--- config.mk ---
export PLATFORM = sky130hd
export DESIGN_NAME = auxbank_sel
export DESIGN_NICKNAME = d
export VERILOG_FILES = /design/src/rtl/auxbank_pkg.sv /design/src/rtl/auxbank_flags.sv /design/src/rtl/auxbank_route.sv /design/src/rtl/auxbank_status.sv /design/src/rtl/auxbank_sel.sv
export SDC_FILE = /design/constraint.sdc
export NUM_CORES = 1
export LEC_CHECK = 0
export CORE_MARGIN = 1
export CORE_UTILIZATION = 45
export DETAILED_ROUTE_END_ITERATION = 7
export DONT_BUFFER_PORTS = 1
export SETUP_SLACK_MARGIN = 0.02
export SLEW_MARGIN = 20
export SYNTH_ARGS = -nofsm -noshare
export SYNTH_HDL_FRONTEND = slang
export SYNTH_HIERARCHICAL = 1
export SYNTH_SLANG_ARGS = --single-unit
--- constraint.sdc ---
create_clock -name clk -period 2.35 [get_ports clk]
set_input_delay 0.47 -clock clk [delete_from_list [all_inputs] [get_ports clk]]
set_output_delay 0.47 -clock clk [all_outputs]
set_load 0.005 [all_outputs]
--- src/rtl/auxbank_pkg.sv ---
package auxbank_pkg;

    localparam int ADDR_W = 16;

    typedef struct packed {
        logic split80;
        logic rd_aux;
        logic wr_aux;
        logic zp_aux;
        logic page_sel;
    } bank_flags_t;

    localparam int NUM_STAT = 5;

    // status addresses, in the order of the flag vector built by stat_vec()
    localparam logic [ADDR_W-1:0] STAT_ADDR [NUM_STAT] = '{
        16'hC013, 16'hC014, 16'hC016, 16'hC018, 16'hC01C
    };

    localparam logic [ADDR_W-1:0] SW_SPLIT  = 16'hC000;
    localparam logic [ADDR_W-1:0] SW_RDBANK = 16'hC002;
    localparam logic [ADDR_W-1:0] SW_WRBANK = 16'hC004;
    localparam logic [ADDR_W-1:0] SW_ZPBANK = 16'hC008;
    localparam logic [ADDR_W-1:0] SW_PAGE   = 16'hC054;

    localparam logic [ADDR_W-1:0] ZP_HI   = 16'h01FF;
    localparam logic [ADDR_W-1:0] TXT_LO  = 16'h0400;
    localparam logic [ADDR_W-1:0] TXT_HI  = 16'h07FF;
    localparam logic [ADDR_W-1:0] GEN_HI  = 16'hBFFF;

    function automatic logic [NUM_STAT-1:0] stat_vec(input bank_flags_t f);
        return {f.page_sel, f.split80, f.zp_aux, f.wr_aux, f.rd_aux};
    endfunction

    function automatic logic same_pair(input logic [ADDR_W-1:0] a,
                                       input logic [ADDR_W-1:0] base);
        return a[ADDR_W-1:1] == base[ADDR_W-1:1];
    endfunction

endpackage

--- src/rtl/auxbank_flags.sv ---
module auxbank_flags
    import auxbank_pkg::*;
(
    input  logic              clk,
    input  logic              rst,
    input  logic              acc_valid,
    input  logic [ADDR_W-1:0] acc_addr,
    input  logic              acc_write,
    output bank_flags_t       flags_q
);

    bank_flags_t flags_d;

    always_comb begin
        flags_d = flags_q;
        if (acc_valid && acc_write) begin
            if (same_pair(acc_addr, SW_SPLIT))  flags_d.split80 = acc_addr[0];
            if (same_pair(acc_addr, SW_RDBANK)) flags_d.rd_aux  = acc_addr[0];
            if (same_pair(acc_addr, SW_WRBANK)) flags_d.wr_aux  = acc_addr[0];
            if (same_pair(acc_addr, SW_ZPBANK)) flags_d.zp_aux  = acc_addr[0];
        end
        // the page flag answers to reads as well as writes
        if (acc_valid && same_pair(acc_addr, SW_PAGE)) begin
            flags_d.page_sel = acc_addr[0];
        end
    end

    always_ff @(posedge clk) begin
        if (rst) begin
            flags_q <= '0;
        end else begin
            flags_q <= flags_d;
        end
    end

endmodule

--- src/rtl/auxbank_route.sv ---
module auxbank_route
    import auxbank_pkg::*;
(
    input  logic              acc_valid,
    input  logic [ADDR_W-1:0] acc_addr,
    input  logic              acc_write,
    input  bank_flags_t       flags_q,
    output logic              use_aux
);

    logic in_zp;
    logic in_gen;
    logic in_txt;
    logic dir_sel;

    always_comb begin
        in_zp   = acc_addr <= ZP_HI;
        in_gen  = (acc_addr > ZP_HI) && (acc_addr <= GEN_HI);
        in_txt  = (acc_addr >= TXT_LO) && (acc_addr <= TXT_HI);
        dir_sel = acc_write ? flags_q.wr_aux : flags_q.rd_aux;

        use_aux = 1'b0;
        if (acc_valid) begin
            if (in_zp) begin
                use_aux = flags_q.zp_aux;
            end else if (in_txt && flags_q.split80) begin
                use_aux = flags_q.page_sel;
            end else if (in_gen) begin
                use_aux = dir_sel;
            end
        end
    end

endmodule

--- src/rtl/auxbank_status.sv ---
module auxbank_status
    import auxbank_pkg::*;
#(
    parameter int DATA_W = 8
) (
    input  logic              clk,
    input  logic              rst,
    input  logic              acc_valid,
    input  logic [ADDR_W-1:0] acc_addr,
    input  logic              acc_write,
    input  bank_flags_t       flags_q,
    output logic              stat_valid,
    output logic [DATA_W-1:0] stat_data
);

    localparam int FLAG_BIT = DATA_W - 1;

    typedef struct packed {
        logic              valid;
        logic [DATA_W-1:0] data;
    } stat_t;

    stat_t stat_d, stat_q;
    logic [NUM_STAT-1:0] hit;
    logic [NUM_STAT-1:0] fvec;

    assign fvec = stat_vec(flags_q);

    for (genvar i = 0; i < NUM_STAT; i++) begin : g_hit
        assign hit[i] = acc_valid && !acc_write && (acc_addr == STAT_ADDR[i]);
    end

    always_comb begin
        stat_d = '0;
        stat_d.valid = |hit;
        stat_d.data[FLAG_BIT] = |(hit & fvec);
    end

    always_ff @(posedge clk) begin
        if (rst) begin
            stat_q <= '0;
        end else begin
            stat_q <= stat_d;
        end
    end

    assign stat_valid = stat_q.valid;
    assign stat_data  = stat_q.data;

endmodule

--- src/rtl/auxbank_sel.sv ---
module auxbank_sel
    import auxbank_pkg::*;
#(
    parameter int DATA_W = 8
) (
    input  logic              clk,
    input  logic              rst,
    input  logic              acc_valid,
    input  logic [ADDR_W-1:0] acc_addr,
    input  logic              acc_write,
    output logic              use_aux,
    output logic              stat_valid,
    output logic [DATA_W-1:0] stat_data
);

    bank_flags_t flags_q;

    auxbank_flags u_flags (
        .clk       (clk),
        .rst       (rst),
        .acc_valid (acc_valid),
        .acc_addr  (acc_addr),
        .acc_write (acc_write),
        .flags_q   (flags_q)
    );

    auxbank_route u_route (
        .acc_valid (acc_valid),
        .acc_addr  (acc_addr),
        .acc_write (acc_write),
        .flags_q   (flags_q),
        .use_aux   (use_aux)
    );

    auxbank_status #(.DATA_W(DATA_W)) u_status (
        .clk        (clk),
        .rst        (rst),
        .acc_valid  (acc_valid),
        .acc_addr   (acc_addr),
        .acc_write  (acc_write),
        .flags_q    (flags_q),
        .stat_valid (stat_valid),
        .stat_data  (stat_data)
    );

endmodule

; Yosys cells after proc, flatten, opt, wreduce, memory -nomap -nowiden
; Cells that the tools add are included.
[totals]
ff_bits = 14
output_inout_bits = 10
word_cells = 47
[op_classes]
magnitude_cmp = 5
n_eq_ne = 10
mux = 5
bitwise = 1
reduce_logical = 18
[ops]
columns = operator, n
row1 = "equality test 16 bit, second input constant", 5
row2 = "equality test 15 bit, second input constant", 5
row3 = ">= comparator 16 x 11 -> 1 bit, second input constant", 1
row4 = "greater-than comparator 16 x 9 -> 1 bit, second input constant", 1
row5 = "less-or-equal comparator 16 x 11 -> 1 bit, second input constant", 1
row6 = "less-or-equal comparator 16 bit, second input constant", 1
row7 = "less-or-equal comparator 16 x 9 -> 1 bit, second input constant", 1
row8 = logical AND 1 bit, 11
row9 = OR reduction 5 bit, 2
row10 = AND reduction 2 bit, 4
row11 = bitwise AND 5 bit, 1
row12 = two-way mux 1 bit, 5
row13 = zero test 1 bit, 1

; Logic depth before layout (Yosys ltp)
; Gate-level depths: netlist of run 1.
[logic_depth]
word_depth = 6
ltp_mapped = 4

; By module
; Netlist of run 1, hierarchy kept.
[modules_own_cells]
columns = module, n_inst, cells_each, area_per_inst_um2, seq_area_each_um2
row1 = auxbank_flags, 1, 33, 300.3, 100.1
row2 = auxbank_status, 1, 28, 237.7, 40.0
row3 = auxbank_route, 1, 12, 82.6, 0.0

; Least setup slack after synthesis of run 1
; Ideal clock, no wire load.
[synth_timing]
kind = input to output
from = in acc_addr[14]
to = out use_aux
t_arrival_ns = 1.575
setup_slack_ns = 0.305
cell_stages = 4
path_buffers = 0
cell_sequence = or4_4 -> or4_1 -> a21oi_1 -> a211oi_1
[synth_via]
elab_chain_cells = 6
word_cells_on_any_way = 12
[synth_rtl]
columns = element, line
row1 = start: declaration, auxbank_sel.sv:9  ; input logic [ADDR_W-1:0] acc_addr,
row2 = "greater-than comparator 16 x 9 -> 1 bit, or another cell as far along", auxbank_route.sv:18  ; in_gen = (acc_addr > ZP_HI) && (acc_addr <= GEN_HI);
row3 = logical AND 1 bit (on tied branches), "auxbank_route.sv:18, auxbank_route.sv:19"
row4 = two-way mux 1 bit or logical AND 1 bit (tied branches), "auxbank_route.sv:28, auxbank_route.sv:26"
row5 = two-way mux 1 bit, auxbank_route.sv:26  ; end else if (in_txt && flags_q.split80) begin
row6 = two-way mux 1 bit (*), auxbank_route.sv:24  ; if (in_zp) begin
row7 = two-way mux 1 bit (*), auxbank_route.sv:23  ; if (acc_valid) begin
row8 = end: declaration, auxbank_sel.sv:11  ; output logic use_aux,
; Every way passes the cells marked *; elsewhere a longest branch is shown, timed or not.

; Worst setup path in the final report of run 1
; Same ends and word-level chain as after synthesis.

==> metrics.log, run 1 <==
[metrics] HPWL Detailed: 1090 um
[metrics] cell with the largest stage delay on the worst path: sky130_fd_sc_hd__or4_4
[metrics] fill cell count: 147
[metrics] startpoint class of the critical path: input port
[metrics] path category of the worst min-delay check: in -> reg
[metrics] Hold Startpoint: rst
[metrics] overall die width: 39.1 um
[metrics] flip-flop cell with the highest count after synthesis: sky130_fd_sc_hd__dfxtp_1
[metrics] H-tree levels: 1
[metrics] number of sinks handled by clock tree synthesis: 7
[metrics] end of the critical path: use_aux
[metrics] Final Wtd Congestion: 0.776
[metrics] worst voltage drop across the vdd grid: 0.000232 V
[metrics] run status: finished clean
[metrics] arrival time worst endpoint: 1.61 ns
[metrics] Max stage delay on crit path: 0.52 ns
[metrics] drt wl/cell: 15.4 um
[metrics] path depth of the worst reg2reg path: 3
[metrics] Longest Clk Path Bufs: 2
[metrics] Critical path buffers and inverters: 0
[metrics] total of warnings raised by yosys: 6
[metrics] Post-route DRC: 0
[metrics] shortest period the worst path allows: 2.08 ns
[metrics] leakage power: 0.229 nW
[metrics] clock insertion delay at the later pin of the skew report: 0.24 ns
[metrics] Setup Fix Bufs, Post-CTS: 0
[metrics] max-cap violations: 0
[metrics] top area cells in the synthesized netlist: sky130_fd_sc_hd__dfxtp_1, sky130_fd_sc_hd__mux2i_1, sky130_fd_sc_hd__buf_4
[metrics] Inserted Diodes: 0
[metrics] upper clock frequency limit: 0.480 GHz
[metrics] Reg power frac: 0.486
[metrics] Cell Int Power: 0.195 mW
[metrics] CTS buffer count: 3
[metrics] hold-fix buffer count after cts: 0
[metrics] count of flip-flops with a built-in enable after synthesis: 0
[metrics] share of total power consumed by net switching: 0.204
[metrics] Clock transition at path regs: 0.05 ns
[metrics] I/O Pins: 30
[metrics] clock tree from TritonCTS: yes
[metrics] fraction of layout cells with a size suffix above 1: 0.118
[metrics] post-placement setup slack: 0.279 ns
[metrics] cells along the critical path: or4_4 -> or4_1 -> a21oi_1 -> a211oi_1
[metrics] sequential element share of the synthesized area: 0.226
[metrics] global-route wire length before repair: 2040 um
[metrics] ANT nets after route: 0
[metrics] slack of the worst reg-to-reg path: 1.11 ns
[metrics] Area Overhead vs Synth: 2.42%
[metrics] share of power burned in the clock network: 0.430
[metrics] core region area: 1280 um^2
[metrics] average size of a mapped cell: 8.50 um^2
[metrics] worst reg2reg path endpoint: u_status/stat_data[7]
[metrics] startpoint of the worst register-to-register path: u_flags/flags_q[4]
[metrics] area leader, netlist: sky130_fd_sc_hd__dfxtp_1
[metrics] path length in cells of the critical path: 4
[metrics] critical path launch point: acc_addr[14]
[metrics] Fin. Hold Viols: 0
[metrics] setup slack after layout: 0.265 ns
[metrics] capturing element type of the critical path: output port
[metrics] Post-layout nets: 97
[metrics] number of global-route vias before repair: 516
[metrics] Die Outline Area: 1530 um^2
[metrics] count of different cell masters after synthesis: 31
[metrics] Slew Viols, Final: 0
[metrics] GRT overflow: 0
[metrics] unrepaired setup endpoints after global routing: false
[metrics] Sw Pwr: 0.0497 mW
[metrics] overall routed net length: 1400 um
[metrics] Row Count: 13
[metrics] initial cell density of the core: 0.483
[metrics] maximum fanout count along the critical path: 4
[metrics] vertical extent of the die: 39.1 um
[metrics] list of most frequent post-synthesis cells: sky130_fd_sc_hd__buf_4, sky130_fd_sc_hd__dfxtp_1, sky130_fd_sc_hd__mux2i_1, sky130_fd_sc_hd__o21ai_0
[metrics] share of async-settable or async-resettable flops after synthesis: 0
[metrics] pin count of the biggest net entering global routing: 11
[metrics] Final setup violation count: 0
[metrics] number of antenna violations at the first check in global routing: 0
[metrics] first-pass detailed-route iteration total: 6
[metrics] number of port buffers: 0
[metrics] total routing usage reported by global routing: 0.193
[metrics] initial DRC count: 11
[metrics] ratio of total power to cell area: 385 nW/um^2
[metrics] clock root buffer master: sky130_fd_sc_hd__clkbuf_4
[metrics] total vias in the final route: 553
[metrics] cells resized by post-CTS repair: 0
[metrics] gate count of the mapped netlist: 73
[metrics] drt via density: 6.08
[metrics] Mapped Area: 621 um^2
[metrics] number of storage elements in the synthesis netlist: 7
[metrics] required time at the endpoint of the critical path: 1.88 ns
[metrics] final sum of negative setup slack: 0 ns
[metrics] Top Family by Delay on Critical Path: simple AND/OR/NAND/NOR gates
[metrics] worst clock skew on the final layout: 0.00164 ns
[metrics] logic gate share of total power: 0.084
[metrics] critical path class: in -> out
[metrics] area share of the largest cell type after synthesis: 0.226
[metrics] Final Cycle Share: 0.887
## metal layers
metal | vias to the layer above | GRT usage | wire length [um]
met5 | - | 0 | 0
met4 | 0 | 0.0517 | 0
met3 | 0 | 0.0231 | 100
met1 | 257 | 0.247 | 641
li1 | 278 | - | -
met2 | 18 | 0.333 | 654
## cells by family after synthesis
family / Yosys count / share of synthesized area
muxes: 7 / 0.113
AOI/OAI and AO/OA: 12 / 0.129
other: 1 / 0.00604
buffers and inverters: 8 / 0.0907
DFF: 7 / 0.226
and+or+nand+nor: 38 / 0.436
## worst min-delay path by stage
stage               slack [ns]             endpoint  depth (start not counted)
finish                    0.41   u_flags/flags_q[2]                          2
floorplan                 0.46   u_flags/flags_q[2]                          2
detailed placement        0.50   u_flags/flags_q[2]                          2
CTS                       0.40   u_flags/flags_q[3]                          2
global route              0.40  u_status/stat_valid                          2
global placement          0.48   u_flags/flags_q[2]                          2
## flip-flops by register name, summed over array words and instances, names as in the netlist
name and cells:
u_flags/flags_q 5, u_status/stat_data 1, u_status/stat_valid 1
## area by class of cell
class	count	area, um^2	area share
Tap cell	15	18.8	0.0295
Clock buffer	4	26.3	0.0413
Inverter	1	3.75	0.00591
Sequential cell	7	140	0.220
Multi-Input combinational cell	64	447	0.703
## through the flow
stage	utilization	hold WS (ns)	instances	power, mW	area, um^2
after floorplan	-	0.460	79	0.148	643
after global placement	0.474	0.484	87	0.141	609
after detailed placement	0.474	0.497	87	0.141	609
after CTS	0.495	0.401	91	0.250	636
after global routing	0.495	0.402	91	0.261	636
final	0.495	0.407	91	0.244	636
## power by group through the flow
stage               logic (mW)  clock network [mW]  registers (mW)
finish                  0.0204               0.105           0.119
CTS                     0.0203               0.111           0.119
global route            0.0238               0.119           0.119
floorplan               0.0268                   0           0.121
detailed placement      0.0201                   0           0.121
global placement        0.0199                   0           0.121
## placed cells by master (no fill, tap or decap), types with 2 or more instances in the layout
cell,instances
sky130_fd_sc_hd__or4_1,2
sky130_fd_sc_hd__conb_1,7
sky130_fd_sc_hd__dfxtp_1,7
sky130_fd_sc_hd__nor2b_1,2
sky130_fd_sc_hd__nand3_1,2
sky130_fd_sc_hd__or4_4,2
sky130_fd_sc_hd__o21ai_0,5
sky130_fd_sc_hd__nor4b_1,3
sky130_fd_sc_hd__nand4b_1,3
sky130_fd_sc_hd__a21oi_1,2
sky130_fd_sc_hd__clkbuf_4,3
sky130_fd_sc_hd__and4b_1,2
sky130_fd_sc_hd__nand2_1,2
sky130_fd_sc_hd__mux2i_1,7
sky130_fd_sc_hd__nand2b_1,4
sky130_fd_sc_hd__o31ai_1,2
sky130_fd_sc_hd__nor4_1,3
sky130_fd_sc_hd__nor2_1,4
No activity file was read; power rests on OpenSTA's default activity.
==> run 2: changes to the inputs <==
--- a/config.mk
+++ b/config.mk
@@ -9,6 +9,8 @@
 export CORE_UTILIZATION = 45
 export DETAILED_ROUTE_END_ITERATION = 7
 export DONT_BUFFER_PORTS = 1
+export GPL_TIMING_DRIVEN = 0
+export RECOVER_POWER = 100
 export SETUP_SLACK_MARGIN = 0.02
 export SLEW_MARGIN = 20
 export SYNTH_ARGS = -nofsm -noshare
==> run 2 against run 1 <==
  * Clock-buffer cell count unchanged
  * Critical path depth unchanged
  * Wire length increased by 0.64%
  * Clock power about the same
  * Utilization increased by 2.7 points
==> metrics.log, run 2 (same netlist as run 1, synthesis figures left out) <==
[metrics] number of cells in the finished layout apart from fillers: 98 (was 91)
[metrics] Top reg by flops: u_flags/flags_q (unchanged)
[metrics] fill cell count: 139 (was 147)
[metrics] overall routed net length: 1410 um (was 1400 um)
[metrics] Longest Clk Path Bufs: 2 (unchanged)
[metrics] clock insertion delay at the later pin of the skew report: 0.24 ns (about the same)
[metrics] Row Count: 13 (unchanged)
[metrics] initial DRC count: 12 (was 11)
[metrics] run status: finished clean (unchanged)
[metrics] post-placement setup slack: 0.262 ns (was 0.279 ns)
[metrics] total vias in the final route: 574 (was 553)
[metrics] Inserted Diodes: 0 (unchanged)
[metrics] pin count of the biggest net entering global routing: 11 (unchanged)
[metrics] Fin. Hold Viols: 0 (unchanged)
[metrics] HPWL Detailed: 1100 um (was 1090 um)
[metrics] final sum of negative setup slack: 0 ns (unchanged)
[metrics] maximum fanout count along the critical path: 4 (unchanged)
[metrics] H-tree levels: 1 (unchanged)
[metrics] setup slack after layout: 0.205 ns (was 0.265 ns)
[metrics] I/O Pins: 30 (unchanged)
[metrics] GRT overflow: 0 (unchanged)
[metrics] first-pass detailed-route iteration total: 4 (was 6)
[metrics] Clock transition at path regs: 0.06 ns (was 0.05 ns)
[metrics] worst clock skew on the final layout: 0.00616 ns (was 0.00164 ns)
[metrics] Post-layout nets: 104 (was 97)
[metrics] Final Wtd Congestion: 0.768 (was 0.776)
[metrics] total power: 0.253 mW (was 0.244 mW)
[metrics] ratio of total power to cell area: 378 nW/um^2 (was 385 nW/um^2)
[metrics] max-cap violations: 0 (unchanged)
[metrics] upper clock frequency limit: 0.466 GHz (was 0.480 GHz)
[metrics] final standard cell area without fillers: 671 um^2 (was 636 um^2)
[metrics] Final setup violation count: 0 (unchanged)
[metrics] core region area: 1280 um^2 (unchanged)
[metrics] number of antenna violations at the first check in global routing: 0 (unchanged)
[metrics] CTS buffer count: 3 (unchanged)
[metrics] total area of sequential cells: 140 um^2 (unchanged)
[metrics] overall die width: 39.1 um (unchanged)
[metrics] clock root buffer master: sky130_fd_sc_hd__clkbuf_4 (unchanged)
[metrics] Die Outline Area: 1530 um^2 (unchanged)
[metrics] Final Cycle Share: 0.913 (was 0.887)
[metrics] Area Overhead vs Synth: 8.06% (was 2.42%)
[metrics] number of flip-flops in the largest register: 5 (unchanged)
[metrics] number of cells after detailed placement: 94 (was 87)
[metrics] worst voltage drop across the vdd grid: 0.000233 V (was 0.000232 V)
[metrics] Setup Fix Bufs, Post-CTS: 0 (unchanged)
[metrics] required time at the endpoint of the critical path: 1.88 ns (about the same)
[metrics] Hold Worst Slack: 0.402 ns (was 0.407 ns)
[metrics] cell count of the worst hold path: 2 (unchanged)
[metrics] number of sinks handled by clock tree synthesis: 7 (unchanged)
[metrics] total routing usage reported by global routing: 0.202 (was 0.193)
[metrics] number of port buffers: 0 (unchanged)
[metrics] cells resized by post-CTS repair: 0 (unchanged)
[metrics] Critical path buffers and inverters: 0 (unchanged)
[metrics] commonest cells after routing, fill and taps aside: sky130_fd_sc_hd__mux2i_1, sky130_fd_sc_hd__dfxtp_1, sky130_fd_sc_hd__buf_4, sky130_fd_sc_hd__conb_1, sky130_fd_sc_hd__o21ai_0 (was sky130_fd_sc_hd__mux2i_1, sky130_fd_sc_hd__dfxtp_1, sky130_fd_sc_hd__conb_1)
[metrics] hold-fix buffer count after cts: 0 (unchanged)
[metrics] path category of the worst min-delay check: in -> reg (unchanged)
[metrics] standard cell area after detailed placement: 662 um^2 (was 609 um^2)
[metrics] final cell utilization of the core: 0.522 (was 0.495)
[metrics] drt via density: 5.86 (was 6.08)
[metrics] Most common cell on crit path: sky130_fd_sc_hd__or4_1
[metrics] Top Family by Delay on Critical Path: simple AND/OR/NAND/NOR gates (unchanged)
[metrics] path length in cells of the critical path: 4 (unchanged)
[metrics] shortest period the worst path allows: 2.14 ns (was 2.08 ns)
[metrics] Slew Viols, Final: 0 (unchanged)
[metrics] path depth of the worst reg2reg path: 3 (unchanged)
[metrics] leakage power: 0.261 nW (was 0.229 nW)
[metrics] initial cell density of the core: 0.483 (unchanged)
[metrics] startpoint class of the critical path: input port (unchanged)
[metrics] fraction of layout cells with a size suffix above 1: 0.145 (was 0.118)
[metrics] Max stage delay on crit path: 0.57 ns (was 0.52 ns)
[metrics] clock tree from TritonCTS: yes (unchanged)
[metrics] ANT nets after route: 0 (unchanged)
[metrics] critical path class: in -> out (unchanged)
[metrics] arrival time worst endpoint: 1.67 ns (was 1.61 ns)
[metrics] global-route wire length before repair: 2080 um (was 2040 um)
[metrics] cells along the critical path: or4_1 -> or4_1 -> a21oi_1 -> a211oi_1 (was or4_4 -> or4_1 -> a21oi_1 -> a211oi_1)
[metrics] vertical extent of the die: 39.1 um (unchanged)
[metrics] capturing element type of the critical path: output port (unchanged)
[metrics] unrepaired setup endpoints after global routing: false (unchanged)
[metrics] Multi-input gate area: 429 um^2 (was 447 um^2)
[metrics] cell with the largest stage delay on the worst path: sky130_fd_sc_hd__or4_1 (was sky130_fd_sc_hd__or4_4)
[metrics] drt wl/cell: 14.3 um (was 15.4 um)
[metrics] Post-route DRC: 0 (unchanged)
[metrics] number of global-route vias before repair: 509 (was 516)
==> run 2: changes by cell type in the layout (fill, tap and decap cells not counted) <==
cell                     previous run  this run
sky130_fd_sc_hd__nor3_1             1         2
sky130_fd_sc_hd__or3_1              1         2
sky130_fd_sc_hd__or4_1              2         4
sky130_fd_sc_hd__nor3_2             1         0
sky130_fd_sc_hd__or3_4              1         0
sky130_fd_sc_hd__or4_4              2         0
sky130_fd_sc_hd__buf_4              0         7
==> run 2: layout make-up <==
class / count / area share
multi-input combinational: 64 / 0.640
sequential: 7 / 0.209
buffer: 7 / 0.0784
clock buffer: 4 / 0.0392
tap: 15 / 0.0280
inverter: 1 / 0.00560
==> run 2: path summary, 6_finish.rpt <==
path	startpoint	endpoint	slack, ns
setup / recovery	acc_addr[14]	use_aux	0.21
hold / removal	rst	u_flags/flags_q[3]	0.40
setup reg to reg	u_flags/flags_q[4]	u_status/stat_data[7]	1.11
hold reg to reg	u_flags/flags_q[0]	u_flags/flags_q[0]	0.49
==> run 2: metal layers <==
layer / GRT usage / wire length, um
met1: 0.280 / 687
met2: 0.300 / 604
met3: 0.0231 / 102
met4: 0.103 / 13
met5: 0 / 0
==> run 2: report_power, final <==
group | switching, mW | internal [mW]
Combinational | 0.0106 | 0.0176
Clock | 0.0418 | 0.0646
Sequential | 0.000000845 | 0.119
